**src/rtl/ecu_pkg.sv**
```systemverilog
package ecu_pkg;
  localparam int unsigned ECU_CNT_W_DEF   = 16;
  localparam int unsigned ECU_SYNC_N_DEF  = 2;
  typedef enum logic {POL_FALL = 1'b0, POL_RISE = 1'b1} ecu_pol_e;
endpackage

```
**src/rtl/ecu_sync.sv**
```systemverilog
module ecu_sync #(
  parameter int unsigned STAGES   = 2,
  parameter logic        IDLE_LVL = 1'b0
) (
  input  logic clk,
  input  logic rst,
  input  logic async_in,
  output logic sync_out
);
  logic [STAGES-1:0] chain_q;

  always_ff @(posedge clk) begin
    if (rst) chain_q <= {STAGES{IDLE_LVL}};
    else     chain_q <= {chain_q[STAGES-2:0], async_in};
  end

  assign sync_out = chain_q[STAGES-1];
endmodule

```
**src/rtl/ecu_edge.sv**
```systemverilog
module ecu_edge #(
  parameter logic IDLE_LVL = 1'b0
) (
  input  logic             clk,
  input  logic             rst,
  input  logic             lvl_in,
  input  ecu_pkg::ecu_pol_e pol,
  input  logic             gate_off,
  output logic             evt
);
  logic prev_q;

  always_ff @(posedge clk) begin
    if (rst) prev_q <= IDLE_LVL;
    else     prev_q <= lvl_in;
  end

  // a transition whose new level matches the polarity is the wanted edge
  assign evt = (lvl_in != prev_q) && (lvl_in == logic'(pol)) && !gate_off;

  AST_EVT_NEEDS_CHANGE: assert property (@(posedge clk) disable iff (rst)
    evt |=> $past(lvl_in) != $past(prev_q));
endmodule

```
**src/rtl/ecu_store.sv**
```systemverilog
module ecu_store #(
  parameter int unsigned CNT_W = 16
) (
  input  logic             clk,
  input  logic             rst,
  input  logic             evt,
  input  logic [CNT_W-1:0] count_in,
  input  logic             flag_clr,
  input  logic             irq_en,
  output logic [CNT_W-1:0] cap_value,
  output logic             cap_flag,
  output logic             irq
);
  logic flag_nxt;

  always_comb begin
    flag_nxt = cap_flag;
    if (flag_clr) flag_nxt = 1'b0;
    if (evt)      flag_nxt = 1'b1;
  end

  always_ff @(posedge clk) begin
    if (rst) begin
      cap_value <= '0;
      cap_flag  <= 1'b0;
      irq       <= 1'b0;
    end else begin
      if (evt) cap_value <= count_in;
      cap_flag <= flag_nxt;
      irq      <= flag_nxt & irq_en;
    end
  end

  AST_FLAG_HOLDS:    assert property (@(posedge clk) disable iff (rst)
    cap_flag && !flag_clr |=> cap_flag);
  AST_CLR_DROPS:     assert property (@(posedge clk) disable iff (rst)
    flag_clr && !evt |=> !cap_flag);
  AST_EVT_SETS_FLAG: assert property (@(posedge clk) disable iff (rst)
    evt |=> cap_flag);
  AST_IRQ_NEEDS_EN:  assert property (@(posedge clk) disable iff (rst)
    irq |-> $past(irq_en));
  AST_VALUE_ON_EVT:  assert property (@(posedge clk) disable iff (rst)
    !evt |=> $stable(cap_value));
endmodule

```
**src/rtl/edge_capture_unit.sv**
```systemverilog
module edge_capture_unit #(
  parameter int unsigned CNT_W    = ecu_pkg::ECU_CNT_W_DEF,
  parameter int unsigned SYNC_N   = ecu_pkg::ECU_SYNC_N_DEF,
  parameter logic        IDLE_LVL = 1'b0
) (
  input  logic             clk,
  input  logic             rst,
  input  logic             cap_pin,
  input  logic [CNT_W-1:0] count_in,
  input  logic             rise_sel,
  input  logic             irq_en,
  input  logic             flag_clr,
  input  logic             top_mode,
  output logic [CNT_W-1:0] cap_value,
  output logic             cap_flag,
  output logic             irq
);
  logic              pin_s;
  logic              evt;
  ecu_pkg::ecu_pol_e pol;

  assign pol = rise_sel ? ecu_pkg::POL_RISE : ecu_pkg::POL_FALL;

  ecu_sync #(.STAGES(SYNC_N), .IDLE_LVL(IDLE_LVL)) u_sync (
    .clk(clk), .rst(rst), .async_in(cap_pin), .sync_out(pin_s));

  ecu_edge #(.IDLE_LVL(IDLE_LVL)) u_edge (
    .clk(clk), .rst(rst), .lvl_in(pin_s), .pol(pol),
    .gate_off(top_mode), .evt(evt));

  ecu_store #(.CNT_W(CNT_W)) u_store (
    .clk(clk), .rst(rst), .evt(evt), .count_in(count_in),
    .flag_clr(flag_clr), .irq_en(irq_en),
    .cap_value(cap_value), .cap_flag(cap_flag), .irq(irq));

  AST_TOP_BLOCKS: assert property (@(posedge clk) disable iff (rst)
    top_mode |=> $stable(cap_value));
  AST_TOP_NO_FLAG: assert property (@(posedge clk) disable iff (rst)
    top_mode && !cap_flag |=> !cap_flag);
endmodule

```
**config.mk**
```make
export PLATFORM = sky130hd
export DESIGN_NAME = edge_capture_unit
export DESIGN_NICKNAME = d
export VERILOG_FILES = /design/src/rtl/ecu_pkg.sv /design/src/rtl/ecu_sync.sv /design/src/rtl/ecu_edge.sv /design/src/rtl/ecu_store.sv /design/src/rtl/edge_capture_unit.sv
export SDC_FILE = /design/constraint.sdc
export NUM_CORES = 1
export LEC_CHECK = 0
export ABC_AREA = 1
export BUFFER_PORTS_ARGS = -buffer_cell sky130_fd_sc_hd__buf_4
export CAP_MARGIN = 20
export CORE_MARGIN = 4
export CORE_UTILIZATION = 37
export DETAILED_ROUTE_END_ITERATION = 8
export PLACE_DENSITY = 0.71
export RECOVER_POWER = 50
export SLEW_MARGIN = 20
export SYNTH_ARGS = -nofsm -noshare
export SYNTH_HDL_FRONTEND = slang
export SYNTH_HIERARCHICAL = 1
export SYNTH_SLANG_ARGS = --single-unit
```
**constraint.sdc**
```tcl
create_clock -name clk -period 1.2 [get_ports clk]
set_input_delay 0.24 -clock clk [delete_from_list [all_inputs] [get_ports clk]]
set_output_delay 0.24 -clock clk [all_outputs]
set_load 0.01 [all_outputs]
```
==> flow_metrics.env, run 1 <==
export IMPL_post_synthesis_xor_xnor_area_fraction=0
export IMPL_post_synth_mux_area_share=0
export IMPL_powerDensity_nw_per_um2=1130
export IMPL_synth_seq_area_share=0.574
export IMPL_required_ps=1440
export IMPL_nets_final=161
export IMPL_yosys_register_bits=21
export IMPL_setup_viol=0
export IMPL_setup_reg_to_reg_worst_slack_ps=100
export IMPL_vias=727
export IMPL_initial_core_util=0.406
export IMPL_whs_path_depth=2
export IMPL_max_slew_margin=0.733
export IMPL_worst_setup_end_kind="register"
export IMPL_worstHoldStart="rst"
export IMPL_drtIter0Drc=8
export IMPL_synth_distinct_cells=11
export IMPL_post_synth_top_area_fraction=0.574
export IMPL_num_io_pins=41
export IMPL_ir_worst_vdd_mv=0.935
export IMPL_drt_antenna_net_count=0
export IMPL_placementRows=15
export IMPL_dpl_ws_ps=34.0
export IMPL_cts_root_buffer="sky130_fd_sc_hd__clkbuf_4"
export IMPL_vias_per_cell=4.49
export IMPL_place_hpwl_um=1410
export IMPL_global_route_wire_length_before_repair_um=2980
export IMPL_wl_per_cell_um=11.5
export IMPL_grt_setup_unrepaired="true"
export IMPL_synth_top_cells_by_area="sky130_fd_sc_hd__dfxtp_1, sky130_fd_sc_hd__nor2_1, sky130_fd_sc_hd__o21ai_0"
export IMPL_finalCriticalPeriod_ps=1100
export IMPL_clock_tree_buffer_depth=2
export IMPL_maxSlewViolCount=0
export IMPL_synth_top_cell_by_area="sky130_fd_sc_hd__dfxtp_1"
export IMPL_htree_num_levels=1
export IMPL_synth_simple_gate_area_share=0.231
export IMPL_post_cts_repair_setup_buffers=0
export IMPL_floorplan_core_area_sq_um=1800
export IMPL_crit_chain="nor2_1 > nor2_2 > nor2_4 > buf_4 > o21ai_0 > nor2_1"
export IMPL_firstDrtPassIters=2
export IMPL_critical_path_reg2reg_endpoint="u_store/cap_value[9]$_SDFFE_PP0P_"
export IMPL_critical_path_max_fanout=7
export IMPL_class_of_the_most_critical_hold_timing_path="in -> reg"
export IMPL_layout_common_cells="sky130_fd_sc_hd__buf_4, sky130_fd_sc_hd__nor2_1, sky130_fd_sc_hd__dfxtp_1, sky130_fd_sc_hd__o21ai_0"
export IMPL_placement_cell_area_sq_um=1060
export IMPL_die_h_um=52.5
export IMPL_fmax_ghz=0.906
export IMPL_synth_top_family_by_area="simple AND/OR/NAND/NOR gates"
export IMPL_kind_of_start_point_of_the_critical_path="register"
export IMPL_postCtsHoldBufs=0
export IMPL_maxCapViolations=0
export IMPL_gp_routability_congestion=0.675
export IMPL_clock_insertion_delay_worst_skew_ps=300
export IMPL_postLayoutCellArea_sq_um=1100
export IMPL_die_x_um=52.5
export IMPL_p_leak_nw=0.575
export IMPL_drive_above_1_share=0.372
export IMPL_critical_path_slowest_cell="sky130_fd_sc_hd__dfxtp_1"
export IMPL_syn_num_nets=117
export IMPL_worst_r2r_startpoint="u_edge/prev_q$_SDFF_PP0_"
export IMPL_clock_sinks=21
export IMPL_critical_path_arrival_ps=1350
export IMPL_mappedNetlistArea_sq_um=732
export IMPL_postLayoutSetupSlackWorst_ps=96.1
export IMPL_commonest_non_fill_non_tap_cell_in_the_layout="sky130_fd_sc_hd__buf_4"
export IMPL_detail_route_drc_violations=0
export IMPL_numPortBuffers=40
export IMPL_grt_start_max_net_pins=19
export IMPL_critical_path_most_common_cell="sky130_fd_sc_hd__nor2_1"
export IMPL_via_count_of_the_first_global_routing_pass=685
export IMPL_critical_path_max_stage_delay_ps=330
export IMPL_die_area_sq_um=2750
export IMPL_antenna_cells_inserted=0
export IMPL_tritoncts_clock_tree="built"
export IMPL_worst_slew_pin_slew_ps=400
export IMPL_yosys_area_share_adder=0
export IMPL_grt_overflow_total=0
export IMPL_setup_worst_path_start="u_edge/prev_q$_SDFF_PP0_"
export IMPL_drt_total_wl_um=1860
export IMPL_antenna_found_initial=0
export IMPL_critical_path_top_delay_family="simple AND/OR/NAND/NOR gates"
export IMPL_cts_made_buffers=3
export IMPL_flow_area_growth_from_synthesis_pct=50.1
export IMPL_worstHoldEndpoint="u_store/cap_flag$_SDFF_PP0_"
export IMPL_r2r_cells=6
export IMPL_track_usage=0.146
export IMPL_worst_setup_hold_path_clk_slew_ps=120
export IMPL_hold_viol=0
export IMPL_synth_yosys_warnings=6
export IMPL_outcome="finished clean"
export IMPL_synth_compound_gate_area_share=0.121
export IMPL_mean_area_per_synthesized_cell_sq_um=7.79
export IMPL_crit_buf_inv=1
export IMPL_post_synth_inst_count=94
export IMPL_timing_setup_critical_path_class="reg -> reg"
export IMPL_fin_skew_ps=9.64
export IMPL_final_min_period_over_clock_period=0.920
## worst reg2reg max path, delay by kind of cell (launching register included)
family / cells / cell delay [ps]
AOI/OAI and AO/OA: 1 / 90
buffers and inverters: 1 / 170
DFF: 1 / 330
and+or+nand+nor: 4 / 460
## cell families (layout without fill, tap and decap cells)
family / Yosys count / count (layout)
flops: 21 / 21
simple gates: 45 / 45
buf+inv: 11 / 54
compound gates: 17 / 17
## synth_stat cells
cell type                  instances
sky130_fd_sc_hd__o21ai_0          15
sky130_fd_sc_hd__o21ai_1           1
sky130_fd_sc_hd__dfxtp_1          21
sky130_fd_sc_hd__a21oi_2           1
sky130_fd_sc_hd__nor2_1           39
sky130_fd_sc_hd__nand2_1           6
sky130_fd_sc_hd__inv_1             6
sky130_fd_sc_hd__buf_6             1
sky130_fd_sc_hd__inv_2             2
sky130_fd_sc_hd__clkbuf_2          1
sky130_fd_sc_hd__clkbuf_4          1
## layout make-up
cell class,count,area [sq um]
Inverter,8,32.5
Clock inverter,1,5.00
Clock buffer,3,22.5
Timing Repair Buffer,42,319
Fill cell,180,703
Multi-Input combinational cell,62,268
Tap cell,25,31.3
Sequential cell,21,420
## sequential cells by signal (all words and copies together) (netlist names)
name               cells
u_store/cap_value     16
u_sync/chain_q         2
u_edge/prev_q          1
u_store/irq            1
u_store/cap_flag       1
## timing repair
item / in CTS / in global routing
hold endpoints to repair: 0 / 0
resized for setup: 0 / 7
setup endpoints to repair: 0 / 6
## routing by layer
| layer | vias to the layer above | track usage | share of wire |
|---|---|---|---|
| met5 | - | 0 | 0 |
| li1 | 376 | - | - |
| met2 | 17 | 0.258 | 0.54 |
| met3 | 2 | 0.0199 | 0.043 |
| met1 | 332 | 0.167 | 0.40 |
| met4 | 0 | 0.0766 | 0.015 |
## through the flow
| stage | power [mW] | setup TNS (ps) | instances | utilization | hold slack (ps) |
|---|---|---|---|---|---|
| floorplan | 0.815 | 0 | 94 | - | 302 |
| global placement | 0.919 | 0 | 158 | 0.587 | 390 |
| detailed placement | 0.923 | 0 | 158 | 0.587 | 401 |
| CTS | 1.25 | 0 | 162 | 0.602 | 117 |
| global route | 1.31 | -7.25 | 162 | 0.610 | 106 |
| finish | 1.24 | 0 | 162 | 0.610 | 122 |
## power by group
group          internal (mW)  total [mW]  switching [mW]
Clock                  0.124       0.332           0.208
Combinational         0.0951       0.171          0.0757
Sequential             0.726       0.739          0.0133
## how the worst max path moves through the flow
stage                                         endpoint  depth (start not counted)  slack, ps
floorplan           u_store/cap_value[10]$_SDFFE_PP0P_                          8         90
global placement                u_store/irq$_SDFF_PP0_                          9         70
detailed placement   u_store/cap_value[0]$_SDFFE_PP0P_                          9         30
CTS                  u_store/cap_value[0]$_SDFFE_PP0P_                          7        110
global route         u_store/cap_value[5]$_SDFFE_PP0P_                          7         -7
finish               u_store/cap_value[9]$_SDFFE_PP0P_                          6        100
No activity file was read; power rests on OpenSTA's default activity.
==> run 2: changes to the inputs <==
CORE_MARGIN = not set   (was 4)
==> run 2 against run 1 <==
Maximum frequency grew 0.71%. Critical path depth stayed put. Non-clock buffer count stayed put. Routed wire length down 12%. Clock skew decreased by 5.5 ps. Core utilization grew 0.15 points. Critical path type unchanged. Final area decreased by 0.80%. Sequential share of layout area up 0.31 points.
==> flow_metrics.env, run 2 (synthesis results as in run 1) <==
export IMPL_outcome="finished clean"
export IMPL_placementRows=15
export IMPL_drt_total_wl_um=1650
export IMPL_fin_tns_setup_ps=0
export IMPL_largest_register="u_store/cap_value"
export IMPL_firstDrtPassIters=4
export IMPL_htree_num_levels=1
export IMPL_nets_final=161
export IMPL_timing_setup_critical_path_class="reg -> reg"
export IMPL_die_x_um=46.5
export IMPL_global_route_wire_length_before_repair_um=2450
export IMPL_p_leak_nw=0.568
export IMPL_clock_tree_buffer_depth=2
export IMPL_final_cells=162
export IMPL_worst_setup_hold_path_clk_slew_ps=110
export IMPL_floorplan_core_area_sq_um=1780
export IMPL_fmax_ghz=0.912
export IMPL_commonest_non_fill_non_tap_cell_in_the_layout="sky130_fd_sc_hd__buf_4"
export IMPL_required_ps=1430
export IMPL_die_h_um=46.5
export IMPL_maxSlewViolCount=0
export IMPL_grt_overflow_total=0
export IMPL_vias=704
export IMPL_critical_path_arrival_ps=1330
export IMPL_maxCapViolations=0
export IMPL_track_usage=0.167
export IMPL_numPortBuffers=40
export IMPL_kind_of_start_point_of_the_critical_path="register"
export IMPL_fin_skew_ps=4.11
export IMPL_post_layout_util=0.611
export IMPL_finalCriticalPeriod_ps=1100
export IMPL_antenna_cells_inserted=0
export IMPL_grt_start_max_net_pins=19
export IMPL_detail_route_drc_violations=0
export IMPL_tritoncts_clock_tree="built"
export IMPL_num_io_pins=41
export IMPL_postLayoutSetupSlackWorst_ps=104
export IMPL_ir_worst_vdd_mv=0.827
export IMPL_cts_made_buffers=3
export IMPL_max_slew_margin=0.740
export IMPL_gp_routability_congestion=0.685
export IMPL_class_of_the_most_critical_hold_timing_path="in -> reg"
export IMPL_largest_registers="u_store/cap_value: 16 flops, u_sync/chain_q: 2 flops"
export IMPL_die_area_sq_um=2160
export IMPL_setup_viol=0
export IMPL_place_hpwl_um=1230
export IMPL_hold_viol=0
export IMPL_via_count_of_the_first_global_routing_pass=564
export IMPL_dpl_ws_ps=33.0
export IMPL_post_cts_repair_setup_buffers=0
export IMPL_final_min_period_over_clock_period=0.913
export IMPL_max_ffs_per_register=16
export IMPL_critical_path_max_fanout=8
export IMPL_drtIter0Drc=11
export IMPL_powerDensity_nw_per_um2=1120
export IMPL_flow_area_growth_from_synthesis_pct=48.9
export IMPL_num_fill_cells=165
export IMPL_wl_per_cell_um=10.2
export IMPL_worst_slew_pin_slew_ps=390
export IMPL_drive_above_1_share=0.358
export IMPL_layout_common_cells="sky130_fd_sc_hd__buf_4, sky130_fd_sc_hd__nor2_1, sky130_fd_sc_hd__dfxtp_1, sky130_fd_sc_hd__o21ai_0"
export IMPL_cts_root_buffer="sky130_fd_sc_hd__clkbuf_4"
export IMPL_setup_reg_to_reg_worst_slack_ps=100
export IMPL_worst_setup_end_kind="register"
export IMPL_postCtsResizedCells=0
export IMPL_dpl_cell_count=158
export IMPL_multi_input_area_sq_um=268
export IMPL_clock_sinks=21
export IMPL_drt_antenna_net_count=0
export IMPL_hold_ws_ps=165
export IMPL_antenna_found_initial=0
export IMPL_initial_core_util=0.411
export IMPL_postCtsHoldBufs=0
export IMPL_vias_per_cell=4.35
export IMPL_sequential_cell_area_sq_um=420
export IMPL_clock_insertion_delay_worst_skew_ps=290
## run 2: changes by cell type in the layout (fill, tap and decap cells not counted)
cell and change:
sky130_fd_sc_hd__o21ai_1 -2, sky130_fd_sc_hd__buf_6 -1, sky130_fd_sc_hd__o21ai_0 +2, sky130_fd_sc_hd__clkinv_2 -1, sky130_fd_sc_hd__clkbuf_1 +2
## run 2: area by class of cell
type	count	share of cell area
flip-flops and latches	21	0.386
repair buffers	42	0.286
multi-input cells	62	0.246
inverters	8	0.0299
well taps	25	0.0287
clock buffers	4	0.0241
## run 2: final timing paths
kind	start	end	cells past startpoint
worst min-delay path	count_in[14]	u_store/cap_value[14]$_SDFFE_PP0P_	3
worst max register to register	u_edge/prev_q$_SDFF_PP0_	u_store/cap_value[9]$_SDFFE_PP0P_	6
worst max-delay path	u_edge/prev_q$_SDFF_PP0_	u_store/cap_value[9]$_SDFFE_PP0P_	6
worst min register to register	u_sync/chain_q[0]$_SDFF_PP0_	u_sync/chain_q[1]$_SDFF_PP0_	2
## run 2: per-layer routing
metal  up-vias  GRT usage  part of all wire
met4         0     0.0882             0.015
met1       307      0.216              0.46
met2        18      0.250              0.47
met5         -          0                 0
met3         2     0.0471             0.051
li1        377          -                 -
## run 2: critical path: stages (launching register included)
cell	delay, ps
sky130_fd_sc_hd__dfxtp_1	330
sky130_fd_sc_hd__nor2_1	130
sky130_fd_sc_hd__nor2_2	60
sky130_fd_sc_hd__nor2_4	150
sky130_fd_sc_hd__buf_4	170
sky130_fd_sc_hd__o21ai_0	100
sky130_fd_sc_hd__nor2_1	100
## run 2: metrics by stage
step	instance area [sq um]	power [mW]
detailed placement	1060	0.921
global route	1090	1.30
CTS	1080	1.24
global placement	1060	0.918
floorplan	734	0.815
finish	1090	1.22
## run 2: report_power, final
| part | switching, mW | leakage [nW] | internal, mW |
|---|---|---|---|
| clock | 0.191 | 0.0150 | 0.129 |
| sequential | 0.0129 | 0.171 | 0.726 |
| combinational | 0.0728 | 0.382 | 0.0925 |
==> run 3: changes to the inputs <==
PLACE_DENSITY = 0.72   (was 0.71)
==> run 3 against run 2 <==
Setup slack got worse by 27 ps. Maximum frequency decreased by 2.4%. First-iteration DRC count decreased by 9.1%. Critical path depth increased by 1. Final area decreased by 4.0%. Largest cell class unchanged.
==> flow_metrics.env, run 3 (synthesis results as in run 1) <==
export IMPL_detail_route_drc_violations=0
export IMPL_cts_made_buffers=3
export IMPL_crit_buf_inv=2
export IMPL_power_frac_comb=0.127
export IMPL_die_area_sq_um=2160
export IMPL_switching_power_uw=286
export IMPL_worst_setup_end_kind="register"
export IMPL_critical_path_arrival_ps=1360
export IMPL_worst_r2r_startpoint="u_sync/chain_q[1]$_SDFF_PP0_"
export IMPL_required_ps=1440
export IMPL_nets_final=161
export IMPL_num_io_pins=41
export IMPL_drive_above_1_share=0.270
export IMPL_ir_worst_vdd_mv=0.823
export IMPL_htree_num_levels=1
export IMPL_clock_sinks=21
export IMPL_initial_core_util=0.411
export IMPL_maxCapViolations=0
export IMPL_drtIter0Drc=10
export IMPL_maxSlewViolCount=0
export IMPL_powerDensity_nw_per_um2=1170
export IMPL_max_slew_margin=0.729
export IMPL_worst_setup_hold_path_clk_slew_ps=110
export IMPL_post_cts_repair_setup_buffers=0
export IMPL_die_x_um=46.5
export IMPL_kind_of_start_point_of_the_critical_path="register"
export IMPL_placementRows=15
export IMPL_num_fill_cells=192
export IMPL_postCtsResizedCells=0
export IMPL_timing_setup_critical_path_class="reg -> reg"
export IMPL_vias_per_cell=4.52
export IMPL_fin_skew_ps=3.76
export IMPL_die_h_um=46.5
export IMPL_clock_insertion_delay_worst_skew_ps=290
export IMPL_commonest_non_fill_non_tap_cell_in_the_layout="sky130_fd_sc_hd__nor2_1"
export IMPL_r2r_cells=7
export IMPL_outcome="finished clean"
export IMPL_via_count_of_the_first_global_routing_pass=643
export IMPL_global_route_wire_length_before_repair_um=2480
export IMPL_critical_path_slowest_cell="sky130_fd_sc_hd__dfxtp_2"
export IMPL_hold_viol=0
export IMPL_drt_antenna_net_count=0
export IMPL_critical_path_max_fanout=9
export IMPL_fmax_ghz=0.891
export IMPL_place_hpwl_um=1290
export IMPL_setup_viol=0
export IMPL_critical_path_cell_count=7
export IMPL_wl_per_cell_um=10.6
export IMPL_flow_area_growth_from_synthesis_pct=42.9
export IMPL_layout_common_cells="sky130_fd_sc_hd__nor2_1, sky130_fd_sc_hd__buf_4, sky130_fd_sc_hd__dfxtp_1, sky130_fd_sc_hd__clkbuf_1, sky130_fd_sc_hd__o21ai_0"
export IMPL_critical_path_reg2reg_endpoint="u_store/cap_value[2]$_SDFFE_PP0P_"
export IMPL_critical_path_top_delay_family="simple AND/OR/NAND/NOR gates"
export IMPL_antenna_cells_inserted=0
export IMPL_tritoncts_clock_tree="built"
export IMPL_gp_routability_congestion=0.729
export IMPL_clock_power_share=0.267
export IMPL_placement_cell_area_sq_um=1060
export IMPL_endpoint="u_store/cap_value[2]$_SDFFE_PP0P_"
export IMPL_finalCriticalPeriod_ps=1120
export IMPL_postCtsHoldBufs=0
export IMPL_critical_path_max_stage_delay_ps=340
export IMPL_numPortBuffers=40
export IMPL_setup_reg_to_reg_worst_slack_ps=80
export IMPL_cts_root_buffer="sky130_fd_sc_hd__clkbuf_4"
export IMPL_crit_chain="inv_2 > nand2_1 > nand2_2 > nor2_4 > buf_6 > o21ai_0 > nor2_1"
export IMPL_grt_start_max_net_pins=19
export IMPL_track_usage=0.166
export IMPL_clock_tree_buffer_depth=2
export IMPL_post_layout_total_power_mw=1.22
export IMPL_final_min_period_over_clock_period=0.936
export IMPL_seq_power_share=0.606
export IMPL_internal_power_uw=935
export IMPL_grt_overflow_total=0
export IMPL_floorplan_core_area_sq_um=1780
export IMPL_antenna_found_initial=0
export IMPL_drt_total_wl_um=1730
export IMPL_setup_worst_path_start="u_sync/chain_q[1]$_SDFF_PP0_"
export IMPL_worst_slew_pin_slew_ps=406
export IMPL_largest_registers="u_store/cap_value: 16 flops, u_sync/chain_q: 2 flops"
export IMPL_vias=732
export IMPL_sw_frac_of_total=0.234
export IMPL_postLayoutCellArea_sq_um=1050
export IMPL_firstDrtPassIters=3
export IMPL_p_leak_nw=0.505
export IMPL_max_ffs_per_register=16
export IMPL_largest_register="u_store/cap_value"
export IMPL_class_of_the_most_critical_hold_timing_path="in -> reg"
-- run 3: area by class of cell --
type	instances	area (sq um)	area share
Multi-Input combinational cell	62	270	0.258
Timing Repair Buffer	42	263	0.251
Sequential cell	21	423	0.404
Inverter	8	32.5	0.0311
Tap cell	25	31.3	0.0299
Clock buffer	4	26.3	0.0251
-- run 3: worst min path at each step --
stage	from	end	slack (ps)	depth (start not counted)
5_1_grt	cap_pin	u_sync/chain_q[0]$_SDFF_PP0_	140	3
3_5_place_dp	u_sync/chain_q[0]$_SDFF_PP0_	u_sync/chain_q[1]$_SDFF_PP0_	400	2
3_3_place_gp	u_sync/chain_q[0]$_SDFF_PP0_	u_sync/chain_q[1]$_SDFF_PP0_	390	2
4_1_cts	rst	u_store/cap_flag$_SDFF_PP0_	120	2
6_report	cap_pin	u_sync/chain_q[0]$_SDFF_PP0_	150	3
2_1_floorplan	rst	u_store/cap_flag$_SDFF_PP0_	300	1
-- run 3: power by group through the flow --
| stage | Sequential, mW | Clock, mW | Combinational, mW |
|---|---|---|---|
| global placement | 0.754 | 0 | 0.163 |
| floorplan | 0.766 | 0 | 0.0496 |
| global route | 0.743 | 0.371 | 0.170 |
| detailed placement | 0.755 | 0 | 0.167 |
| CTS | 0.740 | 0.342 | 0.167 |
| finish | 0.739 | 0.326 | 0.154 |
-- run 3: per-stage QoR --
stage               hold slack (ps)  utilization  worst slack, ps  setup TNS (ps)  std cells
floorplan                       302            -             91.1               0         94
global placement                395        0.593             72.5               0        158
detailed placement              401        0.593             36.4               0        158
CTS                             121        0.608             83.2               0        162
global route                    141        0.587            -13.1           -13.1        162
finish                          153        0.587             77.3               0        162
-- run 3: metal layers --
metal	share of wire	vias to the layer above	GRT usage
li1	-	374	-
met1	0.43	339	0.196
met4	0.012	0	0.0882
met5	0	-	0
met3	0.048	2	0.0510
met2	0.51	17	0.267
-- run 3: worst min-delay path, delay by kind of cell --
kind	cells	cell delay [ps]
buffers and inverters	2	110
AND/OR/NAND/NOR	1	70
